**config.mk**
```make
export PLATFORM = sky130hd
export DESIGN_NAME = cfgcrc_monitor
export DESIGN_NICKNAME = d
export VERILOG_FILES = /design/src/rtl/cfgcrc_pkg.sv /design/src/rtl/cfgcrc_engine.sv /design/src/rtl/cfgcrc_sequencer.sv /design/src/rtl/cfgcrc_monitor.sv
export SDC_FILE = /design/constraint.sdc
export NUM_CORES = 1
export LEC_CHECK = 0
export ABC_AREA = 1
export BUFFER_PORTS_ARGS = -buffer_cell sky130_fd_sc_hd__buf_2
export CORE_MARGIN = 10
export CORE_UTILIZATION = 59
export CTS_BUF_LIST = sky130_fd_sc_hd__clkbuf_4
export CTS_CLUSTER_SIZE = 10
export DETAILED_ROUTE_END_ITERATION = 6
export PLACE_DENSITY = 0.84
export SKIP_CTS_REPAIR_TIMING = 1
export SLEW_MARGIN = 20
export SYNTH_ARGS = -nofsm -noshare
export SYNTH_HDL_FRONTEND = slang
export SYNTH_HIERARCHICAL = 1
export SYNTH_SLANG_ARGS = --single-unit
```
**constraint.sdc**
```tcl
create_clock -name clk -period 3.6 [get_ports clk]
set_clock_uncertainty 0.15 [all_clocks]
set_input_delay 0.54 -clock clk [delete_from_list [all_inputs] [get_ports clk]]
set_output_delay 0.54 -clock clk [all_outputs]
set_load 0.005 [all_outputs]
```
**src/rtl/cfgcrc_pkg.sv**
```systemverilog
package cfgcrc_pkg;

  typedef enum logic [1:0] {
    SQ_IDLE  = 2'd0,
    SQ_SWEEP = 2'd1,
    SQ_GAP   = 2'd2
  } sq_state_t;

  // One byte into a CRC-8, MSB first, no reflection.
  function automatic logic [7:0] crc8_byte(input logic [7:0] cur,
                                           input logic [7:0] din,
                                           input logic [7:0] poly);
    logic [7:0] c;
    logic       fb;
    c = cur;
    for (int i = 7; i >= 0; i--) begin
      fb = c[7] ^ din[i];
      c  = {c[6:0], 1'b0};
      if (fb) c = c ^ poly;
    end
    return c;
  endfunction

endpackage

```
**src/rtl/cfgcrc_engine.sv**
```systemverilog
// Folds one bank word into a running CRC-8, upper byte first.
module cfgcrc_engine #(
  parameter int         DATA_W = 16,
  parameter logic [7:0] POLY   = 8'h07
) (
  input  logic [7:0]        crc_in,
  input  logic [DATA_W-1:0] word,
  output logic [7:0]        crc_out
);
  import cfgcrc_pkg::*;

  localparam int NBYTES = DATA_W / 8;

  logic [7:0] chain [NBYTES+1];

  assign chain[0] = crc_in;

  for (genvar k = 0; k < NBYTES; k++) begin : g_byte
    assign chain[k+1] = crc8_byte(chain[k], word[DATA_W-1-8*k -: 8], POLY);
  end

  assign crc_out = chain[NBYTES];

endmodule

```
**src/rtl/cfgcrc_sequencer.sv**
```systemverilog
// Walks the bank address space, then idles for a gap, while run is high.
module cfgcrc_sequencer #(
  parameter int NUM_REGS  = 16,
  parameter int SWEEP_GAP = 64,
  parameter int ADDR_W    = $clog2(NUM_REGS)
) (
  input  logic              clk,
  input  logic              rst,
  input  logic              run,
  output logic [ADDR_W-1:0] addr,
  output logic              beat,
  output logic              first,
  output logic              last
);
  import cfgcrc_pkg::*;

  localparam int                TMR_W    = $clog2(SWEEP_GAP + 1);
  localparam logic [ADDR_W-1:0] LAST_IDX = ADDR_W'(NUM_REGS - 1);
  localparam logic [TMR_W-1:0]  GAP_END  = TMR_W'(SWEEP_GAP - 1);

  sq_state_t         st;
  logic [TMR_W-1:0]  tmr;

  always_ff @(posedge clk) begin
    if (rst || !run) begin
      st   <= SQ_IDLE;
      addr <= '0;
      tmr  <= '0;
    end else begin
      case (st)
        SQ_IDLE: begin
          st   <= SQ_SWEEP;
          addr <= '0;
        end
        SQ_SWEEP: begin
          if (addr == LAST_IDX) begin
            addr <= '0;
            tmr  <= '0;
            st   <= SQ_GAP;
          end else begin
            addr <= addr + 1'b1;
          end
        end
        SQ_GAP: begin
          if (tmr == GAP_END) st <= SQ_SWEEP;
          else                tmr <= tmr + 1'b1;
        end
        default: st <= SQ_IDLE;
      endcase
    end
  end

  assign beat  = (st == SQ_SWEEP);
  assign first = beat && (addr == '0);
  assign last  = beat && (addr == LAST_IDX);

endmodule

```
**src/rtl/cfgcrc_monitor.sv**
```systemverilog
// Baseline capture, comparison and sticky fault for the configuration bank.
module cfgcrc_monitor #(
  parameter int         NUM_REGS  = 16,
  parameter int         DATA_W    = 16,
  parameter int         SWEEP_GAP = 64,
  parameter logic [7:0] POLY      = 8'h07,
  parameter int         ADDR_W    = $clog2(NUM_REGS)
) (
  input  logic              clk,
  input  logic              rst,
  input  logic              act_mode,
  input  logic              crc_off,
  input  logic              fault_clr,
  input  logic [DATA_W-1:0] rd_data,
  output logic [ADDR_W-1:0] rd_addr,
  output logic              fault,
  output logic [15:0]       stat_word
);
  localparam int         FAULT_BIT = 4;
  localparam logic [7:0] SEED      = 8'hFF;

  logic       run;
  logic       beat, first, last;
  logic [7:0] acc, crc_cur, crc_nxt, base;
  logic       base_vld;
  logic       mis_hit;
  logic       fault_d;

  assign run = act_mode && !crc_off;

  cfgcrc_sequencer #(
    .NUM_REGS (NUM_REGS),
    .SWEEP_GAP(SWEEP_GAP),
    .ADDR_W   (ADDR_W)
  ) u_seq (
    .clk  (clk),
    .rst  (rst),
    .run  (run),
    .addr (rd_addr),
    .beat (beat),
    .first(first),
    .last (last)
  );

  assign crc_cur = first ? SEED : acc;

  cfgcrc_engine #(
    .DATA_W(DATA_W),
    .POLY  (POLY)
  ) u_eng (
    .crc_in (crc_cur),
    .word   (rd_data),
    .crc_out(crc_nxt)
  );

  always_ff @(posedge clk) begin
    if (rst) acc <= SEED;
    else if (beat) acc <= crc_nxt;
  end

  always_ff @(posedge clk) begin
    if (rst || !run) begin
      base_vld <= 1'b0;
      base     <= SEED;
    end else if (last && !base_vld) begin
      base_vld <= 1'b1;
      base     <= crc_nxt;
    end
  end

  assign mis_hit = run && last && base_vld && (crc_nxt != base);

  always_comb begin
    fault_d = fault;
    if (fault_clr) fault_d = 1'b0;
    if (mis_hit)   fault_d = 1'b1;
  end

  always_ff @(posedge clk) begin
    if (rst) begin
      fault     <= 1'b0;
      stat_word <= '0;
    end else begin
      fault                <= fault_d;
      stat_word            <= '0;
      stat_word[FAULT_BIT] <= fault_d;
    end
  end

endmodule

```
# After elaboration in Yosys (flattened, before gate mapping)
# Index checks and enable logic that the tools add are counted.
# Widths: inputs -> output; s select.
[totals] output_inout_bits=21 register_bits=46 elab_cells=94
[classes] bitwise=32 n_reduce_logical=17 addsub=2 n_eq_ne=8 n_mux=27
[op_table] operator="$mux 3" n=16
[op_table] operator="$not 3->3" n=16
[op_table] operator="$xor 1x1->1" n=16
[op_table] operator="$mux 7" n=2
[op_table] operator="$pmux 7 s2" n=1
[op_table] operator="$mux 8" n=1
[op_table] operator="$ne 8x8->1" n=1
[op_table] operator="$pmux 4 s2" n=1
[op_table] operator="$add 7x1->7 const B" n=1
[op_table] operator="$eq 7x6->1 const B" n=1
[op_table] operator="$logic_and 1x1->1" n=7
[op_table] operator="$pmux 2 s3" n=1
[op_table] operator="$add 4x1->4 const B" n=1
[op_table] operator="$eq 4x4->1 const B" n=1
[op_table] operator="$logic_not 4->1" n=1
[op_table] operator="$mux 2" n=2
[op_table] operator="$mux 4" n=1
[op_table] operator="$ne 2x2->1 const B" n=2
[op_table] operator="$reduce_bool 2->1" n=2
[op_table] operator="$logic_not 1->1" n=3
[op_table] operator="$reduce_and 3->1" n=1
[op_table] operator="$eq 2x1->1 const B" n=1
[op_table] operator="$eq 2x2->1 const B" n=1
[op_table] operator="$logic_not 2->1" n=1
[op_table] operator="other kinds (4)" n=5

# Logic depth before layout (Yosys ltp)
[depth] depth_word=38 depth_mapped=26

# Hierarchy
# Netlist, hierarchy kept.
[modules_own_cells] mod="cfgcrc_monitor" seq_area_each_um2=360.3 area_per_inst_um2=948.4 cells_per_inst=130 n_inst=1
[modules_own_cells] mod="cfgcrc_engine" seq_area_each_um2=0.0 area_per_inst_um2=824.5 cells_per_inst=163 n_inst=1
[modules_own_cells] mod="cfgcrc_sequencer" seq_area_each_um2=260.2 area_per_inst_um2=730.7 cells_per_inst=105 n_inst=1

# Worst setup path after synthesis
# No wires, ideal clock.
[synth_path] kind="reg2reg" from="reg u_seq.addr[0]" to="reg stat_word[4]" setup_slack_ns=0.807 required_time_ns=3.336 arrival_ns=2.530 synth_period_minus_slack_ns=2.793 setup_ns=0.114 stages_incl_launch_ff=25 path_cell_list="dfxtp_1 > inv_1 > ha_1 > and3_1 > or2_2 > inv_1 > nand2_1 > nand2_2 > nand2_4 > nand2_4 > nand2_4 > nand2_4 > nand3_1 > nand2_2 > nand3_1 > nand2_2 > inv_2 > nand2_1 > nand2_1 > xnor2_1 > nand2_1 > nor2_1 > nand2_1 > nand2_1 > a21oi_2"
[synth_via] word_cells_on_any_way=58 cone_classes="eq/ne: 2; mux: 18; bitwise: 32; reduce/logical: 6"
[synth_lines] element="start: declaration" line="cfgcrc_sequencer.sv:10" source="output logic [ADDR_W-1:0] addr,"
[synth_lines] element="start signal: assignment" line="cfgcrc_sequencer.sv:41" source="addr <= addr + 1'b1;"
[synth_lines] element="$logic_not 4->1" line="cfgcrc_sequencer.sv:54" source="assign first = beat && (addr == '0);"
[synth_lines] element="$logic_and 1x1->1" line="cfgcrc_sequencer.sv:54"
[synth_lines] element="via first" line="cfgcrc_monitor.sv:23" source="logic beat, first, last;"
[synth_lines] element="$mux 8" line="cfgcrc_monitor.sv:45" source="assign crc_cur = first ? SEED : acc;"
[synth_lines] element="via crc_cur[6]" line="cfgcrc_monitor.sv:24" source="logic [7:0] acc, crc_cur, crc_nxt, base;"
[synth_lines] element="$xor 1x1->1" line="cfgcrc_pkg.sv:17" source="fb = c[7] ^ din[i];"
[synth_lines] element="$mux 3" line="cfgcrc_pkg.sv:19" source="if (fb) c = c ^ poly;"
[synth_lines] element="$xor 1x1->1" line="cfgcrc_pkg.sv:17"
[synth_lines] element="$mux 3" line="cfgcrc_pkg.sv:19"
[synth_lines] element="$xor 1x1->1" line="cfgcrc_pkg.sv:17"
[synth_lines] element="$mux 3" line="cfgcrc_pkg.sv:19"
[synth_lines] element="via crc_nxt[4]" line="cfgcrc_monitor.sv:24"
[synth_lines] element="$ne 8x8->1" line="cfgcrc_monitor.sv:71" source="assign mis_hit = run && last && base_vld && (crc_nxt != base);"
[synth_lines] element="$logic_and 1x1->1" line="cfgcrc_monitor.sv:71"
[synth_lines] element="$mux 1" line="cfgcrc_monitor.sv:76" source="if (mis_hit) fault_d = 1'b1;"
[synth_lines] element="end signal: indexed assignment" line="cfgcrc_monitor.sv:86" source="stat_word[FAULT_BIT] <= fault_d;"
[synth_lines] element="end: declaration" line="cfgcrc_monitor.sv:17" source="output logic [15:0] stat_word"
# The timed path passes the listed nets, and every way through them passes these cells.
# A chain may end at the register's enable or synchronous reset.

# Worst setup path in the final report
[layout_path] from="reg u_seq.addr[0]" to="reg stat_word[4]"
[layout_via] word_cells_on_any_way=58 cone_classes="eq/ne: 2; mux: 18; bitwise: 32; reduce/logical: 6"
[layout_lines] element="$logic_not 4->1 *" line="cfgcrc_sequencer.sv:54"
[layout_lines] element="$logic_and 1x1->1 *" line="cfgcrc_sequencer.sv:54"
[layout_lines] element="via first" line="cfgcrc_monitor.sv:23"
[layout_lines] element="$mux 8 *" line="cfgcrc_monitor.sv:45"
[layout_lines] element="via crc_cur[3]" line="cfgcrc_monitor.sv:24"
[layout_lines] element="$xor 1x1->1 *" line="cfgcrc_pkg.sv:17"
[layout_lines] element="$mux 3 *" line="cfgcrc_pkg.sv:19"
[layout_lines] element="$xor 1x1->1 / $not 3->3 (equally long branches)"
[layout_lines] element="$mux 3" line="cfgcrc_pkg.sv:19"
[layout_lines] element="$not 3->3 (no line) / $xor 1x1->1 (equally long branches)"
[layout_lines] element="$mux 3 *" line="cfgcrc_pkg.sv:19"
[layout_lines] element="via crc_nxt[6]" line="cfgcrc_monitor.sv:24"
[layout_lines] element="$ne 8x8->1 *" line="cfgcrc_monitor.sv:71"
[layout_lines] element="$logic_and 1x1->1 *" line="cfgcrc_monitor.sv:71"
[layout_lines] element="$mux 1 *" line="cfgcrc_monitor.sv:76"
# The timed path passes the listed nets; every way through them passes the cells marked *.

==> impl_results.html <==
<table>
<tr><th>Metric</th><th>Value</th></tr>
<tr><th colspan="2">Status</th></tr>
<tr><td>Result of the run</td><td>finished, final reports clean</td></tr>
<tr><th colspan="2">Cells and area</th></tr>
<tr><td>Non-filler instance count after layout</td><td>478</td></tr>
<tr><td>Final Util</td><td>between 60% and 70%</td></tr>
<tr><td>Final Instance Area</td><td>2670 um^2</td></tr>
<tr><td>Fraction of final layout cells sized beyond drive strength 1</td><td>between 20% and 30%</td></tr>
<tr><td>ANT cells</td><td>0</td></tr>
<tr><td>Area growth from synthesis to layout</td><td>6.647%</td></tr>
<tr><td>Final Net Count</td><td>approximately 450</td></tr>
<tr><td>Fill cell total of the finished layout</td><td>between 300 and 400</td></tr>
<tr><th colspan="2">Synthesis</th></tr>
<tr><td>Largest family of logic cells by synthesized area</td><td>simple AND/OR/NAND/NOR gates</td></tr>
<tr><td>Biggest area contributors in the synthesized netlist</td><td>sky130_fd_sc_hd__dfxtp_1 25%, sky130_fd_sc_hd__nand2_1 21%, sky130_fd_sc_hd__nand3_1 7.8%</td></tr>
<tr><td>Area fraction in compound gates after synthesis</td><td>~6.2%</td></tr>
<tr><td>Mux share of post-synthesis cell area</td><td>0%</td></tr>
<tr><td>Cell area after synthesis</td><td>~2500 um^2</td></tr>
<tr><td>Post-Synth Simple-Gate Area</td><td>47.38%</td></tr>
<tr><td>Cell type contributing the most total cell area after synthesis</td><td>sky130_fd_sc_hd__dfxtp_1</td></tr>
<tr><td>Fraction of synthesized cell area in xor and xnor cells</td><td>~5.6%</td></tr>
<tr><td>Proportion of netlist area held by the largest area contributor</td><td>24.79%</td></tr>
<tr><td>Most repeated cell in the gate-level netlist after synthesis</td><td>sky130_fd_sc_hd__nand2_1</td></tr>
<tr><td>Fraction of the mapped netlist area in adder cells</td><td>around 1.5%</td></tr>
<tr><td>Sequential element share of the synthesized area</td><td>24.79%</td></tr>
<tr><td>Synth Register Bits</td><td>31</td></tr>
<tr><td>Mean post-synth cell area</td><td>6.291 um^2</td></tr>
<tr><td>FFs w/ async S/R, synth</td><td>0%</td></tr>
<tr><td>Flip-flop cell with the highest count after synthesis</td><td>sky130_fd_sc_hd__dfxtp_1</td></tr>
<tr><td>Distinct cell type count of the synthesized netlist</td><td>31</td></tr>
<tr><td>Post-synth EDFFs</td><td>0</td></tr>
<tr><td>Most instantiated cells after synthesis</td><td>140 x sky130_fd_sc_hd__nand2_1, 45 x sky130_fd_sc_hd__inv_1, 39 x sky130_fd_sc_hd__nand3_1, 31 x sky130_fd_sc_hd__dfxtp_1, 17 x sky130_fd_sc_hd__nand2_2</td></tr>
<tr><td>Cells after Synth</td><td>between 300 and 400</td></tr>
<tr><td>Number of warnings reported in the yosys synthesis log</td><td>6</td></tr>
<tr><th colspan="2">Worst setup path</th></tr>
<tr><td>Flop2flop setup slack</td><td>about 420 ps</td></tr>
<tr><td>Critical path required time</td><td>approximately 3700 ps</td></tr>
<tr><td>Maximum fanout encountered on the critical timing path</td><td>8</td></tr>
<tr><td>Launching element type of the critical path</td><td>register</td></tr>
<tr><td>Type of element capturing the critical path</td><td>register</td></tr>
<tr><td>R2R cell count</td><td>17</td></tr>
<tr><td>Reg-to-reg critical path startpoint</td><td>u_seq/addr[0]</td></tr>
<tr><td>Series of cell instances along the critical path</td><td>inv_1, ha_1, and3_1, or2_2, nand2_1, nand2_1, nand3_1, nand2_1, xnor2_1, xnor2_1, xnor2_1, xnor2_1, nand2_1, nor2_1, nand2_1, nand2_1, a21oi_2</td></tr>
<tr><td>Class of the most critical setup path</td><td>reg -&gt; reg</td></tr>
<tr><td>Worst-path cell with the longest stage delay</td><td>sky130_fd_sc_hd__dfxtp_1</td></tr>
<tr><td>Delay contributed by the slowest stage of the critical path</td><td>about 390 ps</td></tr>
<tr><td>Signal arrival time at the worst endpoint</td><td>3260 ps</td></tr>
<tr><td>CP most frequent cell</td><td>sky130_fd_sc_hd__nand2_1</td></tr>
<tr><td>Reg2reg end</td><td>stat_word[4]</td></tr>
<tr><th colspan="2">Timing</th></tr>
<tr><td>Share of the clock period used by the worst path after layout</td><td>88.43%</td></tr>
<tr><td>Final WS setup</td><td>416.4 ps</td></tr>
<tr><td>Setup TNS</td><td>0 ps</td></tr>
<tr><td>Number of failing hold endpoints at the final stage</td><td>0</td></tr>
<tr><td>Pins Over Slew Limit</td><td>0</td></tr>
<tr><td>Final Critical Period</td><td>roughly 3200 ps</td></tr>
<tr><td>Peak clock frequency supported by timing</td><td>roughly 310 MHz</td></tr>
<tr><td>Final count of negative-setup-slack endpoints</td><td>0</td></tr>
<tr><td>Worst Hold Margin</td><td>roughly 260 ps</td></tr>
<tr><td>Setup repair after global routing missed its margin</td><td>false</td></tr>
<tr><th colspan="2">Power and ir drop</th></tr>
<tr><td>Largest vdd supply drop</td><td>0.2060 mV</td></tr>
<tr><td>Leakage power</td><td>~1.5 nW</td></tr>
<tr><td>Overall power after layout</td><td>between 0.9 and 1 mW</td></tr>
<tr><td>Power Density</td><td>about 360 nW/um^2</td></tr>
<tr><th colspan="2">Floorplan</th></tr>
<tr><td>Top-level port count</td><td>42</td></tr>
<tr><td>Row count</td><td>23</td></tr>
<tr><td>Die area</td><td>between 7000 and 8000 um^2</td></tr>
<tr><td>Horizontal die dimension</td><td>85.14 um</td></tr>
<tr><td>Initial Utilization</td><td>roughly three fifths</td></tr>
<tr><td>Die boundary height</td><td>85.14 um</td></tr>
<tr><td>Area of the core region</td><td>4058 um^2</td></tr>
<tr><th colspan="2">CTS</th></tr>
<tr><td>TritonCTS clock tree</td><td>built</td></tr>
<tr><td>Maximum level of the CTS H-tree</td><td>2</td></tr>
<tr><td>Clock Path Buffers</td><td>2</td></tr>
<tr><td>TritonCTS Buffers</td><td>5</td></tr>
<tr><td>Clk Latency, worst-skew pair</td><td>between 300 and 400 ps</td></tr>
<tr><td>Root Driver</td><td>sky130_fd_sc_hd__clkbuf_4</td></tr>
<tr><td># clock sinks</td><td>31</td></tr>
<tr><td>Clk slew on worst S/H paths</td><td>about 90 ps</td></tr>
<tr><th colspan="2">Place</th></tr>
<tr><td>Port-buffer cells</td><td>26</td></tr>
<tr><td>Cells after DPL</td><td>470</td></tr>
<tr><td>Worst-case setup slack after placement</td><td>~440 ps</td></tr>
<tr><td>Final weighted congestion in routability-driven placement</td><td>approximately 0.87</td></tr>
<tr><td>Estimated wirelength of the detail-placed design</td><td>approximately 4500 um</td></tr>
<tr><td>Dpl cell area</td><td>approximately 2600 um^2</td></tr>
<tr><th colspan="2">Hold path</th></tr>
<tr><td>End point of the worst hold path</td><td>stat_word[4]</td></tr>
<tr><td>Hold WC Path Type</td><td>in -&gt; reg</td></tr>
<tr><td>Hold Crit Depth</td><td>2</td></tr>
<tr><td>Worst hold start</td><td>rst</td></tr>
<tr><th colspan="2">Routing</th></tr>
<tr><td>DRT Pass-1 Iters</td><td>4</td></tr>
<tr><td>Routed Wire Length</td><td>5451 um</td></tr>
<tr><td>Via count</td><td>around 2,400</td></tr>
<tr><td>Routed length per placed instance</td><td>roughly 11 um</td></tr>
<tr><td>DRC violations left</td><td>0</td></tr>
<tr><td>Drt first-iter violations</td><td>between 100 and 150</td></tr>
<tr><td>Routed Antenna Nets</td><td>0</td></tr>
<tr><td>Vias per std cell</td><td>approximately 5</td></tr>
<tr><th colspan="2">Run</th></tr>
<tr><td>Total of max-cap violations</td><td>0</td></tr>
<tr><th colspan="2">Global route</th></tr>
<tr><td>Largest net degree at the start of global routing</td><td>12</td></tr>
<tr><td>Overall Global Routing Usage</td><td>15.35%</td></tr>
<tr><td>Antenna violations before repair</td><td>0</td></tr>
<tr><td>Wire length of the first global-routing pass</td><td>between 9000 and 10,000 um</td></tr>
<tr><td>Number of global-route vias before repair</td><td>~2,300</td></tr>
<tr><td>Aggregate global routing overflow</td><td>0</td></tr>
</table>
==> cell type report <==
cell class                 count  area [um^2]  area share (%)
multi-input combinational    304         1577           59.04
timing repair buffer          26        130.1           4.873
clock buffer                   7        52.55           1.968
sequential                    31        620.6           23.24
tap                           50        62.56           2.343
clock inverter                 1        5.005          0.1874
inverter                      59        222.7           8.341
==> cell families after synthesis <==
logic type | Yosys count
other | 1
AND/OR/NAND/NOR | 242
XOR/XNOR | 16
AO/OA/AOI/OAI | 28
buffers and inverters | 77
adder cells (fa/ha/maj) | 3
flip-flops | 31
==> placed cells by master, fill, tap and decap left out <==
cell and n:
sky130_fd_sc_hd__xnor2_1 10, sky130_fd_sc_hd__o21bai_1 2, sky130_fd_sc_hd__nand4_1 3, sky130_fd_sc_hd__ha_1 3, sky130_fd_sc_hd__nand2_1 140, sky130_fd_sc_hd__nor2_4 3
sky130_fd_sc_hd__o21ai_1 1, sky130_fd_sc_hd__nand2_2 17, sky130_fd_sc_hd__nand3_4 2, sky130_fd_sc_hd__conb_1 15, sky130_fd_sc_hd__a21oi_2 1, sky130_fd_sc_hd__nor2_1 10
sky130_fd_sc_hd__o21ai_0 6, sky130_fd_sc_hd__inv_1 45, sky130_fd_sc_hd__nor4_2 1, sky130_fd_sc_hd__clkinv_2 2, sky130_fd_sc_hd__inv_2 13, sky130_fd_sc_hd__and3_1 1
sky130_fd_sc_hd__nand3b_1 3, sky130_fd_sc_hd__nand3_1 39, sky130_fd_sc_hd__buf_2 26, sky130_fd_sc_hd__clkbuf_4 7, sky130_fd_sc_hd__dfxtp_1 31, sky130_fd_sc_hd__nand2_4 9
sky130_fd_sc_hd__xor2_1 6, sky130_fd_sc_hd__o211ai_1 3, sky130_fd_sc_hd__a21oi_1 15, sky130_fd_sc_hd__nand3_2 1, sky130_fd_sc_hd__or2_2 10, sky130_fd_sc_hd__nor2_2 3
==> critical path: cells and delay by family, from the launching register on <==
kind,cells,cell delay [ps]
fa+ha+maj,1,190
simple gates,10,1160
xor+xnor,4,1050
flops,1,390
buf+inv,1,90
compound gates,1,50
==> report_power, final <==
group / total (mW) / internal [mW] / switching [mW] / leakage (nW)
registers: 0.352 / 0.349 / 0.00293 / 0.251
clock network: 0.208 / 0.0912 / 0.117 / 0.0361
logic: 0.402 / 0.141 / 0.261 / 1.24
==> metal layers <==
| metal | global-route usage [%] | up-vias | share of wire (%) |
|---|---|---|---|
| met5 | 0 | - | 0 |
| met2 | 27.93 | 49 | 52 |
| li1 | - | 1266 | - |
| met4 | 3.743 | 0 | 0.24 |
| met1 | 17.02 | 1062 | 43 |
| met3 | 4.302 | 2 | 4.7 |
==> worst max path at each step <==
stage               slack [ps]           end           from
floorplan                  810  stat_word[4]  u_seq/addr[0]
global placement           460  stat_word[4]    u_seq/st[1]
detailed placement         440  stat_word[4]  u_seq/addr[0]
CTS                        410  stat_word[4]  u_seq/addr[0]
global route                70  stat_word[4]  u_seq/addr[0]
finish                     420  stat_word[4]  u_seq/addr[0]
==> state kept, by name (all words and copies together) (netlist names) <==
| register | flops |
|---|---|
| u_seq/st | 2 |
| acc | 8 |
| base_vld | 1 |
| base | 8 |
| u_seq/tmr | 7 |
| stat_word | 1 |
| u_seq/addr | 4 |
Power figures use the tool's default switching activity.
